==> src/rtl/sdram_init_pkg.sv <==
package sdram_init_pkg;

    typedef enum logic [2:0] {
        S_HOLD,
        S_PRECHARGE,
        S_PRE_GAP,
        S_REFRESH,
        S_REF_GAP,
        S_MODE,
        S_MODE_GAP,
        S_READY
    } init_state_e;

    typedef enum logic [1:0] {
        CMD_NOP,
        CMD_PRE_ALL,
        CMD_REFRESH,
        CMD_MODE
    } init_cmd_e;

    // Mode-word bits allowed onto the address pins: [6:0] and [9]
    localparam logic [11:0] MODE_KEEP_MASK = 12'h27F;

endpackage

==> src/rtl/sdram_init_timer.sv <==
module sdram_init_timer #(
    parameter int             CW        = 16,
    parameter logic [CW-1:0]  RESET_VAL = '0
) (
    input  logic          clk,
    input  logic          rst_n,
    input  logic          load,
    input  logic [CW-1:0] load_val,
    output logic          expired
);

    logic [CW-1:0] cnt_q;

    always_ff @(posedge clk or negedge rst_n) begin
        if (!rst_n) begin
            cnt_q <= RESET_VAL;
        end else if (load) begin
            cnt_q <= load_val;
        end else if (cnt_q != '0) begin
            cnt_q <= cnt_q - 1'b1;
        end
    end

    assign expired = (cnt_q == '0);

endmodule

==> src/rtl/sdram_cmd_encode.sv <==
module sdram_cmd_encode
    import sdram_init_pkg::*;
#(
    parameter logic [11:0] MODE_WORD = 12'h033
) (
    input  init_cmd_e   cmd,
    output logic        cke,
    output logic        dqm,
    output logic        cs_n,
    output logic        ras_n,
    output logic        cas_n,
    output logic        we_n,
    output logic [1:0]  ba,
    output logic [11:0] addr
);

    localparam logic [11:0] MODE_LEGAL = MODE_WORD & MODE_KEEP_MASK;

    assign cke = 1'b1;
    assign dqm = 1'b1;
    assign ba  = 2'b00;

    always_comb begin
        cs_n  = 1'b0;
        ras_n = 1'b1;
        cas_n = 1'b1;
        we_n  = 1'b1;
        addr  = '0;
        unique case (cmd)
            CMD_NOP: begin
            end
            CMD_PRE_ALL: begin
                ras_n = 1'b0;
                we_n  = 1'b0;
                addr  = 12'h400;
            end
            CMD_REFRESH: begin
                ras_n = 1'b0;
                cas_n = 1'b0;
            end
            CMD_MODE: begin
                ras_n = 1'b0;
                cas_n = 1'b0;
                we_n  = 1'b0;
                addr  = MODE_LEGAL;
            end
            default: begin
            end
        endcase
    end

endmodule

==> src/rtl/sdram_init_seq.sv <==
module sdram_init_seq
    import sdram_init_pkg::*;
#(
    parameter int          CLK_MHZ       = 100,
    parameter int          HOLD_US       = 200,
    parameter int          REFRESH_COUNT = 8,
    parameter int          GAP_PRE       = 3,
    parameter int          GAP_REF       = 7,
    parameter int          GAP_MODE      = 2,
    parameter bit          MODE_FIRST    = 1'b0,
    parameter logic [11:0] MODE_WORD     = 12'h233
) (
    input  logic        clk,
    input  logic        rst_n,
    output logic        cke,
    output logic        dqm,
    output logic        cs_n,
    output logic        ras_n,
    output logic        cas_n,
    output logic        we_n,
    output logic [1:0]  ba,
    output logic [11:0] addr,
    output logic        init_done
);

    localparam int HOLD_CYC = (CLK_MHZ * HOLD_US < 1) ? 1 : CLK_MHZ * HOLD_US;
    localparam int REFS     = (REFRESH_COUNT < 2) ? 2 : REFRESH_COUNT;
    localparam int GP       = (GAP_PRE  < 1) ? 1 : GAP_PRE;
    localparam int GR       = (GAP_REF  < 1) ? 1 : GAP_REF;
    localparam int GM       = (GAP_MODE < 1) ? 1 : GAP_MODE;
    localparam int CW       = $clog2(HOLD_CYC + GP + GR + GM + 1);
    localparam int RW       = $clog2(REFS + 1);

    localparam logic [CW-1:0] LD_HOLD = CW'(HOLD_CYC - 1);
    localparam logic [CW-1:0] LD_PRE  = CW'(GP - 1);
    localparam logic [CW-1:0] LD_REF  = CW'(GR - 1);
    localparam logic [CW-1:0] LD_MODE = CW'(GM - 1);
    localparam logic [RW-1:0] REFS_W  = RW'(REFS);

    init_state_e   st_q, st_d;
    logic [RW-1:0] refs_q;
    logic          tmr_load;
    logic [CW-1:0] tmr_val;
    logic          tmr_done;
    logic          refs_all;
    init_cmd_e     cmd;

    sdram_init_timer #(
        .CW        (CW),
        .RESET_VAL (LD_HOLD)
    ) u_timer (
        .clk      (clk),
        .rst_n    (rst_n),
        .load     (tmr_load),
        .load_val (tmr_val),
        .expired  (tmr_done)
    );

    assign refs_all = (refs_q == REFS_W);

    // State register and refresh tally
    always_ff @(posedge clk or negedge rst_n) begin
        if (!rst_n) begin
            st_q   <= S_HOLD;
            refs_q <= '0;
        end else begin
            st_q <= st_d;
            if (st_q == S_REFRESH) begin
                refs_q <= refs_q + 1'b1;
            end
        end
    end

    // Next-state and timer loading
    always_comb begin
        st_d     = st_q;
        tmr_load = 1'b0;
        tmr_val  = '0;
        unique case (st_q)
            S_HOLD: begin
                if (tmr_done) st_d = S_PRECHARGE;
            end
            S_PRECHARGE: begin
                st_d     = S_PRE_GAP;
                tmr_load = 1'b1;
                tmr_val  = LD_PRE;
            end
            S_PRE_GAP: begin
                if (tmr_done) st_d = MODE_FIRST ? S_MODE : S_REFRESH;
            end
            S_REFRESH: begin
                st_d     = S_REF_GAP;
                tmr_load = 1'b1;
                tmr_val  = LD_REF;
            end
            S_REF_GAP: begin
                if (tmr_done) begin
                    if (!refs_all)      st_d = S_REFRESH;
                    else if (MODE_FIRST) st_d = S_READY;
                    else                 st_d = S_MODE;
                end
            end
            S_MODE: begin
                st_d     = S_MODE_GAP;
                tmr_load = 1'b1;
                tmr_val  = LD_MODE;
            end
            S_MODE_GAP: begin
                if (tmr_done) st_d = MODE_FIRST ? S_REFRESH : S_READY;
            end
            S_READY: begin
                st_d = S_READY;
            end
            default: st_d = S_HOLD;
        endcase
    end

    // Outputs from state
    always_comb begin
        cmd       = CMD_NOP;
        init_done = 1'b0;
        unique case (st_q)
            S_PRECHARGE: cmd = CMD_PRE_ALL;
            S_REFRESH:   cmd = CMD_REFRESH;
            S_MODE:      cmd = CMD_MODE;
            S_READY:     init_done = 1'b1;
            S_HOLD, S_PRE_GAP, S_REF_GAP, S_MODE_GAP: cmd = CMD_NOP;
            default:     cmd = CMD_NOP;
        endcase
    end

    sdram_cmd_encode #(
        .MODE_WORD (MODE_WORD)
    ) u_enc (
        .cmd   (cmd),
        .cke   (cke),
        .dqm   (dqm),
        .cs_n  (cs_n),
        .ras_n (ras_n),
        .cas_n (cas_n),
        .we_n  (we_n),
        .ba    (ba),
        .addr  (addr)
    );

endmodule

==> config.mk <==
export PLATFORM = sky130hd
export DESIGN_NAME = sdram_init_seq
export DESIGN_NICKNAME = d
export VERILOG_FILES = /design/src/rtl/sdram_init_pkg.sv /design/src/rtl/sdram_init_timer.sv /design/src/rtl/sdram_cmd_encode.sv /design/src/rtl/sdram_init_seq.sv
export SDC_FILE = /design/constraint.sdc
export NUM_CORES = 1
export LEC_CHECK = 0
export BUFFER_PORTS_ARGS = -buffer_cell sky130_fd_sc_hd__buf_2
export CAP_MARGIN = 40
export CORE_MARGIN = 1
export CORE_UTILIZATION = 55
export CTS_CLUSTER_DIAMETER = 200
export DETAILED_ROUTE_END_ITERATION = 8
export HOLD_SLACK_MARGIN = 0.12
export PLACE_DENSITY = 0.88
export SYNTH_ARGS = -nofsm -noshare
export SYNTH_HDL_FRONTEND = slang
export SYNTH_HIERARCHICAL = 1
export SYNTH_SLANG_ARGS = --single-unit
==> constraint.sdc <==
create_clock -name clk -period 3.2 [get_ports clk]
set_input_delay 0.48 -clock clk [delete_from_list [all_inputs] [get_ports clk]]
set_output_delay 0.48 -clock clk [all_outputs]
set_load 0.03 [all_outputs]
### After elaboration in Yosys (flattened, before gate mapping)

Cells that the tools add are included.

* logic and storage cells: 45
* output and inout bits: 21
* register bits: 22
* input port bits: 2

* reduce and logical (&&, ||, !) cells: 9
* multiplexer cells: 16
* $add $sub $neg: 2
* equality and inequality tests: 15

Operators by type and width (count)
* $mux 15: 2
* $pmux 3 s8: 1
* $pmux 11 s2: 1
* $logic_not 15->1: 1
* $mux 3: 5
* $reduce_bool 15->1: 1
* $sub 15x1->15 const B: 1
* $eq 3x3->1 const B: 4
* $pmux 3 s3: 1
* $ne 2x2->1 const B: 4
* $eq 3x2->1 const B: 2
* $pmux 2 s3: 1
* $reduce_or 3->1: 2
* $mux 1: 5
* $add 4x1->4 const B: 1
* $eq 2x2->1 const B: 2
* $eq 4x4->1 const B: 1
* $reduce_and 4->1: 1
* $reduce_or 2->1: 2
* $eq 3x1->1 const B: 1
* $logic_not 3->1: 1
* $eq 2x1->1 const B: 1
* $reduce_bool 2->1: 1

### Depth between registers and ports, before layout

Gate-level depths: netlist (run 1).

* depth after elaboration: 5
* mapped depth: 6
* gate-level depth less buffers: 6

### Modules after synthesis

Netlist (run 1), hierarchy kept.

Modules (own cells, without submodules)
* sdram_init_timer: area an instance 840.8 µm², sequential area each 386.6 µm², instances 1, cells an instance 79
* sdram_init_seq: area an instance 411.6 µm², sequential area each 175.2 µm², instances 1, cells an instance 40
* sdram_cmd_encode: area an instance 143.9 µm², sequential area each 0.0 µm², instances 1, cells an instance 22

### Worst setup path before layout (run 1)

No wires, ideal clock.

* path type: reg-to-reg
* start: reg u_timer.cnt_q[0]
* end: reg st_q[2]
* clock period less this slack: 2.211 ns
* buffers on the path: 0
* cell stages (with the launch flop): 7
* library setup time: 0.124 ns
* path slack: 0.989 ns
* required time: 3.076 ns
* data arrival time: 2.088 ns
* cell sequence: dfstp_2 inv_1 ha_1 or4b_1 nor4b_4 o21ai_0 o31a_1

* word-level cells in the longest chain between the ends: 3
* elaborated cells between the ends (all ways): 6
* those cells by class: eq/ne: 4; reduce/logical: 2

RTL lines
* from (decl): RTL line sdram_init_timer.sv:12 `logic [CW-1:0] cnt_q;`
* from (signal assigned): RTL line sdram_init_timer.sv:18 `cnt_q <= load_val;`
* from (signal assigned): RTL line sdram_init_timer.sv:20 `cnt_q <= cnt_q - 1'b1;`
* $logic_not 15->1 *: RTL line sdram_init_timer.sv:24 `assign expired = (cnt_q == '0);`
* named net tmr_done: RTL line sdram_init_seq.sv:44 `logic tmr_done;`
* $ne 2x2->1 (no line)
* $reduce_and 4->1 (no line) *
* to (signal assigned): RTL line sdram_init_seq.sv:67 `st_q <= st_d;`
* to (decl): RTL line sdram_init_seq.sv:40 `init_state_e st_q, st_d;`

The timed path passes the listed nets; every way through them passes the cells marked *.
A chain may end at the register's enable or synchronous reset.

### Final worst setup path (run 1)

Same ends and word-level chain as after synthesis.

==> flow_summary.yaml, run 1 <==
route:
  drt_pre_antenna_iters: 4
  post-route-drc-count: 0
  drtIter0Drc: 14
  vias: 956
  routed_wl_um: 2310
  wl_per_cell_um: 12.6
  ant_nets: 0
  avgViaCountPerCell: 5.20
power:
  power_frac_clock: 0.408
  power_density_nw_per_um2: 349
  combinationalPowerShare: 0.049
  p_leak_nw: 0.707
  swShare: 0.208
  power_frac_seq: 0.543
  finalPower_mw: 0.513
  switchingPower_mw: 0.107
  p_int_mw: 0.406
  ir_drop_mv: 0.295
final_layout:
  drive_gt1_frac: 0.192
  instances_no_fill: 184
  fin_util: 0.641
  areaGrowthSynthToFinish_pct: 5.47
  nets: 162
  antenna_cells: 0
  design_area_um2: 1470
clock_network:
  cts_max_path_buffers: 2
  cts_buffers: 3
  htree_levels: 1
  cts_tree: "yes"
  root_buffer: "clkbuf_4"
  clk_pin_slew_ns: 0.12
  insertion_delay_ns: 0.30
  post_cts_resized: 0
  clock-sinks: 22
worst_hold_path:
  min_path_cells: 2
  min_path_type: "reg2reg"
logic_synthesis:
  ys_seq_area_frac: 0.402
  yosysWarnings: 6
  synth_top_cell_area_share: 0.233
  synth_edf_count: 0
  ys_dominant_reg_cell: "dfrtp_1"
  synthArstFlopShare: 1.00
  synth_area_leaders: "dfrtp_1 23%, dfstp_2 17%, buf_4 8.6%"
  synth_seq_cells: 22
  synth_top_area_cell: "dfrtp_1"
  synthesis.area_um2: 1400
  yosysMostFrequentCell: "buf_4"
  avgSynthCellArea_um2: 9.90
  synth_common_cells: "16 x buf_4, 13 x dfrtp_1, 9 x dfstp_2"
  synthesis.instances: 141
  synth.distinct_cells: 39
worst_setup_path:
  critical_path_class: "reg2reg"
  rrSetupSlack_ns: 0.72
  critical_path.max_stage_delay_ns: 0.63
  cp_num_buf_inv: 1
  rr_endpoint: "st_q[2]"
  crit_fanout: 10
  reg2reg_depth: 6
  endpoint: "st_q[2]"
  crit_cells: 6
  crit_required_ns: 3.41
  cp_slowest_cell: "nor4b_4"
  critPathCaptureType: "flip-flop"
  path_cells: "inv_1 -> ha_1 -> or4b_1 -> nor4b_4 -> o21ai_0 -> o31a_1"
  start_kind: "flip-flop"
  cp_top_family: "simple AND/OR/NAND/NOR gates"
  cp.arrival_ns: 2.68
  reg2reg_from: "u_timer/cnt_q[0]"
  startpoint: "u_timer/cnt_q[0]"
sta:
  final_hold_viol_count: 0
  fmax_ghz: 0.404
  setup_viol: 0
  skew_ns: 0.00169
  period_share: 0.774
  grt_setup_unrepaired: "false"
  worst_pin_slew_ns: 0.630
  setup_ws_ns: 0.725
  tns_ns: 0
  maxSlewViolCount: 0
  maxSlewHeadroom: 0.578
  whs_ns: 0.496
  post-route-min-period_ns: 2.48
place:
  port_buffers: 11
  dp.cells: 179
  place.gp.congestion: 0.787
  pre_cts_slack_ns: 0.727
  dpl_cell_area_um2: 1410
  dp_hpwl_um: 1690
floorplanning:
  start_util: 0.608
  ios: 23
  die_area_um2: 2740
  coreArea_um2: 2300
  die_width_um: 52.4
  die_h_um: 52.4
  num_rows: 17
global_routing:
  grt_max_degree: 24
  antenna_found_initial: 0
  grt_pass1_wl_um: 3950
  grt_pass1_vias: 935
  grt_overflow: 0
  gr-usage-all-layers: 0.199
outcome:
  outcome: "finished clean"
flow_run:
  maxCapViolCount: 0
## how the worst min path moves through the flow
| stage | start | end | slack [ns] |
|---|---|---|---|
| global placement | rst_n | u_timer/cnt_q[12] | 0.46 |
| global route | u_timer/cnt_q[14] | u_timer/cnt_q[14] | 0.53 |
| CTS | u_timer/cnt_q[14] | u_timer/cnt_q[14] | 0.51 |
| floorplan | rst_n | refs_q[0] | 0.18 |
| finish | u_timer/cnt_q[14] | u_timer/cnt_q[14] | 0.50 |
| detailed placement | rst_n | u_timer/cnt_q[12] | 0.47 |
## area by class of cell
cell class                 instances  area, µm²
multi-input combinational        109        721
timing repair buffer              13       72.6
tap                               28       35.0
inverter                           8       30.0
fill                             183        825
clock buffer                       3       22.5
sequential                        22        562
clock inverter                     1       30.0
## tightest hold or removal path: cells and delay by family, from the launching register on
kind | cells | cell delay (ns)
flops | 1 | 0.39
simple gates | 1 | 0.04
compound gates | 1 | 0.07
## power by group through the flow
stage	combinational, mW	sequential [mW]	clock [mW]
2_1_floorplan	0.0287	0.283	0
3_3_place_gp	0.0239	0.283	0
3_5_place_dp	0.0243	0.283	0
4_1_cts	0.0251	0.279	0.219
5_1_grt	0.0281	0.279	0.231
6_report	0.0253	0.279	0.210
## sequential cells by signal, indices dropped and copies added (netlist names)
signal	cells
refs_q	4
st_q	3
u_timer/cnt_q	15
## what timing repair did
action,CTS,global route
setup endpoints to repair,0,0
endpoints found under the hold margin,13,0
hold buffers,1,0
buffers inserted,0,0
## cell usage in the layout (no fill, tap or decap), types with 2 or more instances in the layout
cell type,netlist,layout
conb_1,3,23
dfrtp_1,13,13
buf_2,1,11
dfstp_2,9,9
inv_1,8,8
nand2_1,8,8
xor2_1,8,8
a22o_1,8,8
nor2_1,7,7
nor3_1,6,6
xnor2_1,5,5
o21ai_0,4,4
or4_1,4,4
o31ai_1,4,4
nor2b_1,3,3
a21o_1,3,3
ha_1,3,3
clkbuf_4,0,3
and2_1,2,2
a21oi_1,2,2
o21ai_1,2,2
or3_1,2,2
## kinds of logic (layout without fill, tap and decap cells)
group / after synthesis / count (layout) / synth area share
AO/OA/AOI/OAI: 27 / 27 / 0.141
flip-flops: 22 / 22 / 0.402
buffers and inverters: 30 / 25 / 0.135
XOR/XNOR: 14 / 14 / 0.0932
other: 3 / 23 / 0.00806
adder cells (fa/ha/maj): 3 / 3 / 0.0269
AND/OR/NAND/NOR: 41 / 41 / 0.185
multiplexers: 1 / 1 / 0.00806
## per-layer routing
| layer | vias up | wire length, µm | global-route usage |
|---|---|---|---|
| li1 | 475 | - | - |
| met2 | 16 | 1240 | 0.361 |
| met1 | 463 | 990 | 0.215 |
| met3 | 2 | 70 | 0.0609 |
| met4 | 0 | 12 | 0.0658 |
| met5 | - | 0 | 0 |
Note: power is estimated with default switching activity, not from simulation.
==> run 2, diff against run 1 <==
--- a/config.mk
+++ b/config.mk
@@ -8,11 +8,11 @@
 export BUFFER_PORTS_ARGS = -buffer_cell sky130_fd_sc_hd__buf_2
 export CAP_MARGIN = 40
 export CORE_MARGIN = 1
-export CORE_UTILIZATION = 55
+export CORE_UTILIZATION = 50
 export CTS_CLUSTER_DIAMETER = 200
 export DETAILED_ROUTE_END_ITERATION = 8
 export HOLD_SLACK_MARGIN = 0.12
-export PLACE_DENSITY = 0.88
+export PLACE_DENSITY = 0.85
 export SYNTH_ARGS = -nofsm -noshare
 export SYNTH_HDL_FRONTEND = slang
 export SYNTH_HIERARCHICAL = 1
==> constraint.sdc (replaced) <==
create_clock -name clk -period 2.1 [get_ports clk]
set_input_delay 0.315 -clock clk [delete_from_list [all_inputs] [get_ports clk]]
set_output_delay 0.315 -clock clk [all_outputs]
set_load 0.03 [all_outputs]
==> run 2 against run 1 <==
  * Total power up 29%
  * Sequential power rose by 52%
  * First-iteration DRC count fell by 71%
  * Register-to-register slack got worse by 0.61 ns
  * Worst setup slack worse by 0.61 ns
  * Via count grew 1.4%
  * Largest cell class unchanged
  * Largest power group unchanged
  * Highest routed layer unchanged
==> flow_summary.yaml, run 2 (synthesized netlist as in run 1, its figures left out) <==
outcome:
  outcome: "finished clean"
floorplanning:
  start_util: 0.544
  num_rows: 18
  die_area_um2: 3010
  die_width_um: 54.8
  die_h_um: 54.8
  ios: 23
  coreArea_um2: 2570
final_layout:
  design_area_um2: 1500
  biggestRegsByFlops: "u_timer/cnt_q x15, refs_q x4, st_q x3"
  areaGrowthSynthToFinish_pct: 7.71
  instances_no_fill: 189
  nets: 165
  largest_reg_flops: 15
  fillers: 230
  antenna_cells: 0
  drive_gt1_frac: 0.233
  mostFrequentLayoutCell: "conb_1"
  fin_util: 0.586
  mostFrequentLayoutCells: "23 x conb_1, 13 x dfrtp_1, 11 x buf_2, 9 x dfstp_2"
  largest-register: "u_timer/cnt_q"
flow_run:
  maxCapViolCount: 0
route:
  vias: 969
  wl_per_cell_um: 12.4
  drtIter0Drc: 4
  post-route-drc-count: 0
  avgViaCountPerCell: 5.13
  drt_pre_antenna_iters: 4
  routed_wl_um: 2340
  ant_nets: 0
power:
  switchingPower_mw: 0.163
  p_leak_nw: 0.705
  p_int_mw: 0.501
  power_frac_clock: 0.302
  swShare: 0.246
  combinationalPowerShare: 0.058
  power_frac_seq: 0.639
  finalPower_mw: 0.664
  power_density_nw_per_um2: 441
  ir_drop_mv: 0.450
worst_setup_path:
  crit_fanout: 10
  critPathCaptureType: "flip-flop"
  crit_required_ns: 2.31
  crit_cells: 7
  cp.arrival_ns: 2.20
  reg2reg_depth: 7
  cp_top_family: "simple AND/OR/NAND/NOR gates"
  path_cells: "inv_2 -> ha_4 -> or4b_4 -> nor4b_4 -> buf_12 -> o31ai_1 -> mux2_1"
  critical_path.max_stage_delay_ns: 0.50
  critical_path_class: "reg2reg"
  start_kind: "flip-flop"
  cp_slowest_cell: "or4b_4"
  cp_num_buf_inv: 2
global_routing:
  grt_max_degree: 24
  grt_pass1_wl_um: 3930
  antenna_found_initial: 0
  grt_overflow: 0
  met1_usage: 0.195
  use_met2: 0.345
  use_met3: 0.0667
  busiest_layer: "met2"
  grt_pass1_vias: 929
  gr-usage-all-layers: 0.189
clock_network:
  insertion_delay_ns: 0.31
  clk_pin_slew_ns: 0.13
  root_buffer: "clkbuf_4"
  cts_max_path_buffers: 2
  cts_setup_buffers: 0
  clock-sinks: 22
  htree_levels: 1
  cts_tree: "yes"
  cts_buffers: 3
place:
  dpl_cell_area_um2: 1460
  dp.cells: 184
  pre_cts_slack_ns: 0.0261
  port_buffers: 11
  dp_hpwl_um: 1670
  place.gp.congestion: 0.737
sta:
  whs_ns: 0.471
  skew_ns: 0.0207
  setup_ws_ns: 0.112
  tns_ns: 0
  grt_setup_unrepaired: "true"
  final_hold_viol_count: 0
  maxSlewViolCount: 0
  fmax_ghz: 0.503
  post-route-min-period_ns: 1.99
  period_share: 0.947
  setup_viol: 0
worst_hold_path:
  min_path_type: "in2async"
[run 2: changes by cell type in the layout (fill, tap and decap cells not counted), sizes merged]
cell	previous run	this run
clkbuf	3	4
buf	12	15
bufinv	1	0
[run 2: cell type report]
type	instances	area [µm²]	area share
multi-input cells	109	741	0.493
repair buffers	16	108	0.0715
inverters	8	30.0	0.0200
well taps	30	37.5	0.0250
clock buffers	4	26.3	0.0175
flip-flops and latches	22	562	0.374
[run 2: final timing paths]
check	startpoint	endpoint	slack [ns]
setup / recovery	u_timer/cnt_q[0]	u_timer/cnt_q[7]	0.11
hold / removal	rst_n	u_timer/cnt_q[12]	0.47
setup reg to reg	u_timer/cnt_q[0]	u_timer/cnt_q[7]	0.11
hold reg to reg	u_timer/cnt_q[14]	u_timer/cnt_q[14]	0.50
max in group asynchronous	rst_n	u_timer/cnt_q[3]	1.25
min in group clk	u_timer/cnt_q[14]	u_timer/cnt_q[14]	0.50
[run 2: power groups by stage]
stage / registers (mW) / logic [mW] / clock network (mW)
after floorplan: 0.432 / 0.0437 / 0
after global placement: 0.432 / 0.0364 / 0
after detailed placement: 0.432 / 0.0371 / 0
after CTS: 0.425 / 0.0384 / 0.208
after global routing: 0.425 / 0.0434 / 0.223
final: 0.425 / 0.0386 / 0.201
[run 2: timing repair]
action                     4_1_cts  5_1_grt
hold buffers                     1        0
gates resized for setup          0        1
hold endpoints to repair        13        0
setup endpoints to repair        0        3
[run 2: routing by layer]
metal	up-vias	wire length (µm)
met5	-	0
met4	0	41
met3	6	102
met2	20	1200
met1	459	994
li1	484	-
